$ cat src/rtl/svc_wdt_pkg.sv
package svc_wdt_pkg;

  localparam int REG_W = 8;
  localparam int PER_W = 3;

  localparam logic [REG_W-1:0] KEY_ARM  = 8'h55;
  localparam logic [REG_W-1:0] KEY_FIRE = 8'hAA;

  localparam logic SEL_CTRL = 1'b0;
  localparam logic SEL_SVC  = 1'b1;

  // Field order sets the bit positions software decodes (MSB first).
  typedef struct packed {
    logic             en;
    logic             rst_sel;
    logic [PER_W-1:0] period;
    logic             esc_en;
    logic             esc_seen;
    logic             irq_flag;
  } wdt_ctrl_t;

endpackage

$ cat src/rtl/svc_wdt_keyseq.sv
module svc_wdt_keyseq
  import svc_wdt_pkg::*;
(
  input  logic             clk_i,
  input  logic             rst_ni,
  input  logic             svc_wr_i,
  input  logic [REG_W-1:0] svc_data_i,
  output logic             restart_o
);

  logic armed_q, armed_d;
  logic is_arm, is_fire;

  assign is_arm  = svc_wr_i && (svc_data_i == KEY_ARM);
  assign is_fire = svc_wr_i && (svc_data_i == KEY_FIRE);

  always_comb begin
    armed_d = armed_q;
    if (is_arm)       armed_d = 1'b1;
    else if (is_fire) armed_d = 1'b0;
  end

  always_ff @(posedge clk_i or negedge rst_ni) begin
    if (!rst_ni) armed_q <= 1'b0;
    else         armed_q <= armed_d;
  end

  assign restart_o = is_fire && armed_q;

  // first key arms the sequence
  assert_key_arms_R3: assert property (@(posedge clk_i) disable iff (!rst_ni)
    is_arm |=> armed_q);

  // a completed sequence leaves the key disarmed
  assert_fire_disarms_R3: assert property (@(posedge clk_i) disable iff (!rst_ni)
    restart_o |=> !armed_q);

  // unrelated service values leave the key state alone
  assert_junk_keeps_R3: assert property (@(posedge clk_i) disable iff (!rst_ni)
    (svc_wr_i && !is_arm && !is_fire) |=> $stable(armed_q));

endmodule

$ cat src/rtl/svc_wdt_counter.sv
module svc_wdt_counter #(
  parameter int PER_W     = 3,
  parameter int BASE_LOG2 = 9,
  parameter int STEP_LOG2 = 2
) (
  input  logic             clk_i,
  input  logic             rst_ni,
  input  logic             tick_i,
  input  logic             en_i,
  input  logic             restart_i,
  input  logic [PER_W-1:0] period_i,
  output logic             expire_o
);

  localparam int NPER  = 1 << PER_W;
  localparam int CNT_W = BASE_LOG2 + STEP_LOG2 * (NPER - 1);

  logic [CNT_W-1:0] cnt_q, cnt_d;
  logic [CNT_W-1:0] term_tab [NPER];
  logic             at_term;
  logic             step;

  for (genvar g = 0; g < NPER; g++) begin : g_term
    localparam int SH = CNT_W - BASE_LOG2 - STEP_LOG2 * g;
    assign term_tab[g] = {CNT_W{1'b1}} >> SH;
  end

  assign step     = tick_i && en_i;
  assign at_term  = (cnt_q >= term_tab[period_i]);
  assign expire_o = step && at_term && !restart_i;

  always_comb begin
    cnt_d = cnt_q;
    if (restart_i)    cnt_d = '0;
    else if (step) begin
      if (at_term)    cnt_d = '0;
      else            cnt_d = cnt_q + 1'b1;
    end
  end

  always_ff @(posedge clk_i or negedge rst_ni) begin
    if (!rst_ni) cnt_q <= '0;
    else         cnt_q <= cnt_d;
  end

  // a disabled counter holds unless the key restarts it
  assert_hold_when_off_R4: assert property (@(posedge clk_i) disable iff (!rst_ni)
    (!en_i && !restart_i) |=> $stable(cnt_q));

  // a restart always returns the count to zero
  assert_restart_zero_R3: assert property (@(posedge clk_i) disable iff (!rst_ni)
    restart_i |=> (cnt_q == '0));

  // expiry wraps the count for the next period
  assert_expire_wraps_R4: assert property (@(posedge clk_i) disable iff (!rst_ni)
    expire_o |=> (cnt_q == '0));

endmodule

$ cat src/rtl/svc_wdt_ctrl.sv
module svc_wdt_ctrl
  import svc_wdt_pkg::*;
(
  input  logic             clk_i,
  input  logic             rst_ni,
  input  logic             ctl_wr_i,
  input  logic [REG_W-1:0] wdata_i,
  input  logic             expire_i,
  input  logic             ack_i,
  output wdt_ctrl_t        ctrl_o,
  output logic             irq_o,
  output logic             rst_req_o,
  output logic             term_o,
  output logic             cause_o
);

  wdt_ctrl_t ctrl_q, ctrl_d, wr_view;
  logic      pend_q, pend_d;
  logic      rreq_q, rreq_d;
  logic      term_q, term_d;
  logic      cause_q, cause_d;

  assign wr_view = wdt_ctrl_t'(wdata_i);

  always_comb begin
    ctrl_d  = ctrl_q;
    pend_d  = pend_q;
    rreq_d  = 1'b0;
    term_d  = 1'b0;
    cause_d = cause_q;

    if (ctl_wr_i && !pend_q) begin
      ctrl_d.en      = wr_view.en;
      ctrl_d.rst_sel = wr_view.rst_sel;
      ctrl_d.period  = wr_view.period;
      ctrl_d.esc_en  = wr_view.esc_en;
      if (wr_view.esc_seen) ctrl_d.esc_seen = 1'b0;
      if (wr_view.irq_flag) ctrl_d.irq_flag = 1'b0;
    end

    if (ack_i) pend_d = 1'b0;

    if (expire_i) begin
      if (pend_q) begin
        if (ctrl_q.esc_en) begin
          term_d          = 1'b1;
          ctrl_d.esc_seen = 1'b1;
        end
      end else if (ctrl_q.rst_sel) begin
        rreq_d  = 1'b1;
        cause_d = 1'b1;
      end else begin
        ctrl_d.irq_flag = 1'b1;
        pend_d          = 1'b1;
      end
    end
  end

  always_ff @(posedge clk_i or negedge rst_ni) begin
    if (!rst_ni) begin
      ctrl_q  <= '0;
      pend_q  <= 1'b0;
      rreq_q  <= 1'b0;
      term_q  <= 1'b0;
      cause_q <= 1'b0;
    end else begin
      ctrl_q  <= ctrl_d;
      pend_q  <= pend_d;
      rreq_q  <= rreq_d;
      term_q  <= term_d;
      cause_q <= cause_d;
    end
  end

  assign ctrl_o    = ctrl_q;
  assign irq_o     = ctrl_q.irq_flag;
  assign rst_req_o = rreq_q;
  assign term_o    = term_q;
  assign cause_o   = cause_q;

  // configuration frozen under a locked write
  assert_locked_cfg_R8: assert property (@(posedge clk_i) disable iff (!rst_ni)
    (ctl_wr_i && pend_q && !expire_i) |=> $stable(ctrl_q));

  // every strobe is recorded in the status flag
  assert_strobe_flagged_R7: assert property (@(posedge clk_i) disable iff (!rst_ni)
    term_q |-> ctrl_q.esc_seen);

  // reset request is a single-cycle pulse
  assert_rreq_pulse_R5: assert property (@(posedge clk_i) disable iff (!rst_ni)
    rreq_q |=> !rreq_q);

  // reset-mode expiry requests a reset and raises no interrupt
  assert_rst_mode_R5: assert property (@(posedge clk_i) disable iff (!rst_ni)
    (expire_i && !pend_q && ctrl_q.rst_sel) |=> (rreq_q && !$rose(ctrl_q.irq_flag)));

  // the cause flag never falls outside reset
  assert_cause_sticky_R6: assert property (@(posedge clk_i) disable iff (!rst_ni)
    cause_q |=> cause_q);

endmodule

$ cat src/rtl/svc_watchdog.sv
module svc_watchdog
  import svc_wdt_pkg::*;
(
  input  logic             clk_i,
  input  logic             rst_ni,
  input  logic             tick_i,
  input  logic             bus_wr_i,
  input  logic             bus_sel_i,
  input  logic [REG_W-1:0] bus_wdata_i,
  output logic [REG_W-1:0] bus_rdata_o,
  input  logic             irq_ack_i,
  output logic             wdt_irq_o,
  output logic             wdt_rst_req_o,
  output logic             bus_term_o,
  output logic             rst_cause_o
);

  logic [1:0] rsync_q;
  logic       rst_n;
  logic       key_restart;
  logic       restart;
  logic       expire;
  logic       ctl_wr;
  logic       svc_wr;
  wdt_ctrl_t  ctrl;

  always_ff @(posedge clk_i or negedge rst_ni) begin
    if (!rst_ni) rsync_q <= '0;
    else         rsync_q <= {rsync_q[0], 1'b1};
  end
  assign rst_n = rsync_q[1];

  assign ctl_wr  = bus_wr_i && (bus_sel_i == SEL_CTRL);
  assign svc_wr  = bus_wr_i && (bus_sel_i == SEL_SVC);
  assign restart = key_restart || irq_ack_i;

  svc_wdt_keyseq u_key (
    .clk_i      (clk_i),
    .rst_ni     (rst_n),
    .svc_wr_i   (svc_wr),
    .svc_data_i (bus_wdata_i),
    .restart_o  (key_restart)
  );

  svc_wdt_counter #(
    .PER_W     (PER_W),
    .BASE_LOG2 (9),
    .STEP_LOG2 (2)
  ) u_cnt (
    .clk_i     (clk_i),
    .rst_ni    (rst_n),
    .tick_i    (tick_i),
    .en_i      (ctrl.en),
    .restart_i (restart),
    .period_i  (ctrl.period),
    .expire_o  (expire)
  );

  svc_wdt_ctrl u_ctl (
    .clk_i     (clk_i),
    .rst_ni    (rst_n),
    .ctl_wr_i  (ctl_wr),
    .wdata_i   (bus_wdata_i),
    .expire_i  (expire),
    .ack_i     (irq_ack_i),
    .ctrl_o    (ctrl),
    .irq_o     (wdt_irq_o),
    .rst_req_o (wdt_rst_req_o),
    .term_o    (bus_term_o),
    .cause_o   (rst_cause_o)
  );

  assign bus_rdata_o = (bus_sel_i == SEL_SVC) ? '0 : REG_W'(ctrl);

  // a reset request and a bus strobe never coincide
  assert_one_action_R5: assert property (@(posedge clk_i) disable iff (!rst_n)
    !(wdt_rst_req_o && bus_term_o));

endmodule

$ cat config.mk
export PLATFORM = sky130hd
export DESIGN_NAME = svc_watchdog
export DESIGN_NICKNAME = d
export VERILOG_FILES = /design/src/rtl/svc_wdt_pkg.sv /design/src/rtl/svc_wdt_keyseq.sv /design/src/rtl/svc_wdt_counter.sv /design/src/rtl/svc_wdt_ctrl.sv /design/src/rtl/svc_watchdog.sv
export SDC_FILE = /design/constraint.sdc
export NUM_CORES = 1
export LEC_CHECK = 0
export ABC_AREA = 1
export BUFFER_PORTS_ARGS = -buffer_cell sky130_fd_sc_hd__buf_2
export CAP_MARGIN = 20
export CORE_MARGIN = 4
export CORE_UTILIZATION = 35
export CTS_CLUSTER_DIAMETER = 40
export DETAILED_ROUTE_END_ITERATION = 6
export HOLD_SLACK_MARGIN = 0.15
export SYNTH_ARGS = -nofsm -noshare
export SYNTH_HDL_FRONTEND = slang
export SYNTH_SLANG_ARGS = --single-unit
$ cat constraint.sdc
create_clock -name clk_i -period 1.6 [get_ports clk_i]
set_input_delay 0.16 -clock clk_i [delete_from_list [all_inputs] [get_ports clk_i]]
set_output_delay 0.16 -clock clk_i [all_outputs]
set_load 0.02 [all_outputs]
Yosys cells after proc, flatten, opt, wreduce, memory -nomap -nowiden
Memory sizes are Yosys's and may differ from the RTL's.
Cells that the tools add are included.
- logic and storage cells: 63
- ROM bits: 184
- output and inout bits: 12
- memories kept: 1
- register bits: 38
- memory list (memory ; depth ; bits a word ; read ports ; clocked after memory_dff ; write ports ; RTL line ; RTL):
    (name not given) ; 8 ; 23 ; 1 ; 0 ; 0 ; svc_wdt_counter.sv:29 ; assign at_term = (cnt_q >= term_tab[period_i]);
- $add $sub $neg: 1
- order comparisons: 2
- eq/ne operators: 2
- bitwise gates (word level): 3
- muxes and demuxes: 26
- reductions and logical operators: 15
- operators with widths (cell ; number):
    $mux W23 ; 5
    $add A23 B1 Y23 const B ; 1
    $ge A23 B23 Y1 ; 1
    $mux W1 ; 18
    $logic_and A1 B1 Y1 ; 9
    $eq A8 B7 Y1 const B ; 1
    $eq A8 B8 Y1 const B ; 1
    $mux W8 ; 1
    $ge A4 B4 Y1 const B ; 1
    $mux W2 ; 2
    $not A3 Y4 ; 1
    $reduce_bool A2 Y1 ; 2
    $reduce_and A3 Y1 ; 1
    $logic_not A1 Y1 ; 2
    $not A1 Y1 ; 2
    $logic_or A1 B1 Y1 ; 1

Logic depth before layout (Yosys ltp)
- word-level depth: 8
- depth in mapped cells: 12
- gate-level depth less buffers: 12

Cells and area by module
From an unflattened synthesis, not the netlist that was laid out.
- cell total of the unflattened synthesis: 435
- area total of the unflattened synthesis: 2920.3 sq um
- by module, submodules not included (module ; times used ; area an instance (sq um) ; cells each):
    svc_wdt_counter ; 1 ; 2148.3 ; 332
    svc_wdt_ctrl ; 1 ; 494.2 ; 50
    svc_watchdog ; 1 ; 151.4 ; 27
    svc_wdt_keyseq ; 1 ; 126.4 ; 26

Worst setup path after synthesis
No wires, ideal clock.
- path kind: reg-to-reg
- start point: register u_ctl.ctrl_q, in the netlist u_ctl.ctrl_o[4]
- end point: register u_cnt.cnt_q[12]
- arrival: 1.810 ns
- stages on the path, launching flop included: 13
- data required time: 1.476 ns
- buffers on the path: 1
- path slack: -0.334 ns
- library setup time: 0.124 ns
- clock period less this slack: 1.934 ns
- path through: dfrtp_1 nand3_1 ha_1 nand2_1 inv_1 nand2_1 nor2_1 nand2_1 nor2_1 a21oi_4 nand3_4 buf_6 a21oi_1
- word-level cells in the longest chain between the ends: 8
- ends and longest elaborated chain (what ; RTL line ; RTL):
    from (decl) ; svc_wdt_ctrl.sv:17 ; wdt_ctrl_t ctrl_q, ctrl_d, wr_view;
    from (signal assigned) ; svc_wdt_ctrl.sv:67 ; ctrl_q <= ctrl_d;
    $not A3 Y4 (not written as such) ; svc_wdt_counter.sv:29 ;
    $mem_v2 Z8 W23 ; n/a ;
    $mux W23 (not written as such) (2 in a row) ; svc_wdt_counter.sv:29 ;
    $ge A23 B23 Y1 ; svc_wdt_counter.sv:29 ;
    $mux W23 ; svc_wdt_counter.sv:36 ; if (at_term) cnt_d = '0;
    $mux W23 ; svc_wdt_counter.sv:35 ; else if (step) begin
    $mux W23 ; svc_wdt_counter.sv:34 ; if (restart_i) cnt_d = '0;
    to (signal assigned) ; svc_wdt_counter.sv:43 ; else cnt_q <= cnt_d;
    to (decl) ; svc_wdt_counter.sv:18 ; logic [CNT_W-1:0] cnt_q, cnt_d;
Every way passes these cells. The select of a mux whose other input is x is not followed.
A chain may end at the register's enable or synchronous reset.

Worst setup path in the final report
- start point: register u_ctl.ctrl_q, in the netlist u_ctl.ctrl_o[4]
- end point: register u_cnt.cnt_q[10]
Same word-level chain as after synthesis.

==> out/metrics.yaml <==
status: "complete, but fails checks"
violations: "setup timing"
seq_area_frac_synth: 0.3938
arrival_ps: 2150
syn2layout_area_growth_pct: 38.08
comb_power_share: 0.203
finalCritPeriodShare: 1.199
initial_core_util: 0.3574
hold_depth: 3
die_w_microns: 91.07
min-delay-start: "bus_wdata_i[5]"
dr.pass1.iters: 4
cts_tree: "done"
power.total_mw: 2.581
tns_ps: -8347
cts-root-buf: "clkbuf_8"
crit_path_frequent_cell: "a21oi_2"
switching_share: 0.2836
remaining_drc_errors: 0
critPathTopFamily: "compound AO/OA/AOI/OAI gates"
clk_pin_slew_ps: 80
r2r_slack_ps: -320
placed_cell_area_sq_um: 2914
synth_nets: 351
synth_largest_area_cell: "dfrtp_1"
synth_warnings: 0
r2r-start: "u_ctl.ctrl_o[4]"
dp_cells: 463
synth_cells: 328
layout_common_cells: "nand2_1, inv_1, buf_4"
setup_viol: 29
pwr-share-seq: 0.412
maxCapViolCount: 0
slew_viol_final: 0
cts_buffer_depth: 2
numClockSinks: 38
postRouteAntennaNets: 0
h-tree-depth: 2
max_freq_mhz: 521.5
nNetsFinal: 421
fin_util: 0.4935
drive_above_1_share: 0.3233
cp_cell_sequence: "o21ai_4, ha_4, a21oi_2, o21ai_1, nand2_1, nand2_2, a21oi_4, buf_4, nand3_4, a21oi_2"
fp.dieH_microns: 91.07
io_pins: 26
vias: 2322
synth.distinct_cells: 32
finalCriticalPeriod_ps: 1918
hp-class: "in -> reg"
cpMaxStageDelayCell: "dfrtp_2"
dieArea_sq_um: 8293
yosysTopAreaCellShare: 0.3938
whs_ps: 162.0
power_density_nw_per_um2: 774.1
dp_hpwl_microns: 4383
synth-seq-cells: 38
rr_worst_depth: 10
path_class: "reg -> reg"
vdd_drop_max_mv: 0.5515
antenna_found_initial: 0
syn_area_sq_um: 2415
overflow: 0
fin_ws_ps: -317.7
worstPathRequired_ps: 1830
final_common_cell: "nand2_1"
min_to: "u_ctl.ctrl_o[5]"
critPathMaxFanout: 5
finalHoldViolCount: 0
grt_pass1_vias: 2224
drt-total-wl_microns: 6199
insertion_delay_ps: 300
gp_congestion: 0.8388
crit_path_max_incr_delay_ps: 460
tightest_slew_ps: 519.6
num_rows: 30
yosys-top-cells-area: "dfrtp_1, nand2_1, inv_1"
num_antenna_cells: 0
switchingPower_uw: 732.1
drt_iter0_markers: 108
rsz0062_at_grt: "yes"
grt_util_all_layers: 0.1542
cts_buffers: 5
grt_pass1_wl_microns: 10470
worst-path-buf-inv: 1
detail_route.wl_per_cell_microns: 12.94
final_area_sq_um: 3334
grt_max_degree: 32
syn_avg_cell_area_sq_um: 7.362
p_int_mw: 1.849
crit_path_end_kind: "flop"
portBuffers: 25
fin_cells: 479
core_sq_um: 6756
timing.rr.end: "u_cnt.cnt_q[10]"
n_fill_cell: 640
relSlewSlack: 0.6523
leakage_nw: 1.714
clockPowerShare: 0.385
critPathLaunchType: "flop"
clock_skew_ps: 7.003
place_worst_setup_slack_ps: -355.0
viasPerCell: 4.848
==> synth_stat cells (all sizes together) <==
cell type and number:
buf 6, nand4 9, o21a 1, xnor2 1, nor2 31, nand2 93, ha 9, nand3 20
nor3 6, a21oi 27, dfrtp 38, o21ai 12, and3 1, conb 1, nand3b 1, nor4 3
clkbuf 1, inv 52, or3b 1, a32o 1, o21bai 1, xor2 13
==> flip-flops by register name (all words and copies together), names as in the netlist <==
signal,cells
u_cnt.cnt_q,23
u_ctl.ctrl_o,7
rsync_q,2
u_ctl.cause_o,1
u_ctl.irq_o,1
u_ctl.pend_q,1
u_ctl.rst_req_o,1
u_ctl.term_o,1
u_key.armed_q,1
==> cells by family after synthesis <==
group                    synth area share
flip-flops                         0.3938
XOR/XNOR                          0.05078
adder cells (fa/ha/maj)           0.04663
other                            0.001553
AND/OR/NAND/NOR                    0.3093
AO/OA/AOI/OAI                     0.09742
buffers and inverters              0.1005
==> final cells by class <==
cell class                 count  area (sq um)  area share
multi-input combinational    234          1470      0.4409
sequential                    38         954.7      0.2863
tap                           80         100.1     0.03002
timing repair buffer          67         476.7      0.1430
clock inverter                 3         68.82     0.02064
inverter                      52         195.2     0.05854
clock buffer                   5         68.82     0.02064
==> worst min-delay path, cell delays in order <==
cell     delay [ps]
buf_2           120
nor2_1           90
a21oi_1          50
==> power by group through the flow <==
| stage | logic, mW | clock network (mW) | registers [mW] |
|---|---|---|---|
| 2_1_floorplan | 0.254 | 0 | 1.08 |
| 3_3_place_gp | 0.431 | 0 | 1.07 |
| 3_5_place_dp | 0.439 | 0 | 1.07 |
| 4_1_cts | 0.476 | 1.01 | 1.06 |
| 5_1_grt | 0.590 | 1.05 | 1.07 |
| 6_report | 0.524 | 0.994 | 1.06 |
==> worst max-delay path by stage <==
stage	start	end	cells after the start
6_report	u_ctl.ctrl_o[4]	u_cnt.cnt_q[10]	10
4_1_cts	u_ctl.ctrl_o[3]	u_ctl.cause_o	13
3_3_place_gp	u_ctl.ctrl_o[3]	u_cnt.cnt_q[2]	9
2_1_floorplan	u_ctl.ctrl_o[4]	u_cnt.cnt_q[12]	12
3_5_place_dp	u_ctl.ctrl_o[3]	u_cnt.cnt_q[21]	9
5_1_grt	u_ctl.ctrl_o[4]	u_cnt.cnt_q[19]	10
==> layer usage <==
layer | wire length, microns | GRT usage | vias to the layer above
met5 | 0 | 0 | -
met4 | 58 | 0.03392 | 0
met3 | 252 | 0.02568 | 7
met2 | 2922 | 0.2459 | 48
met1 | 2965 | 0.2193 | 1075
li1 | - | - | 1192
==> repair_timing <==
| item | 4_1_cts | 5_1_grt |
|---|---|---|
| hold buffers | 2 | 1 |
| endpoints found under the setup margin | 29 | 29 |
| buffers inserted | 2 | 0 |
| resized for setup | 17 | 28 |
| cloned | 3 | 0 |
| hold endpoints to repair | 3 | 1 |
| pin swaps | 2 | 11 |
Note: power is estimated with default switching activity, not from simulation.
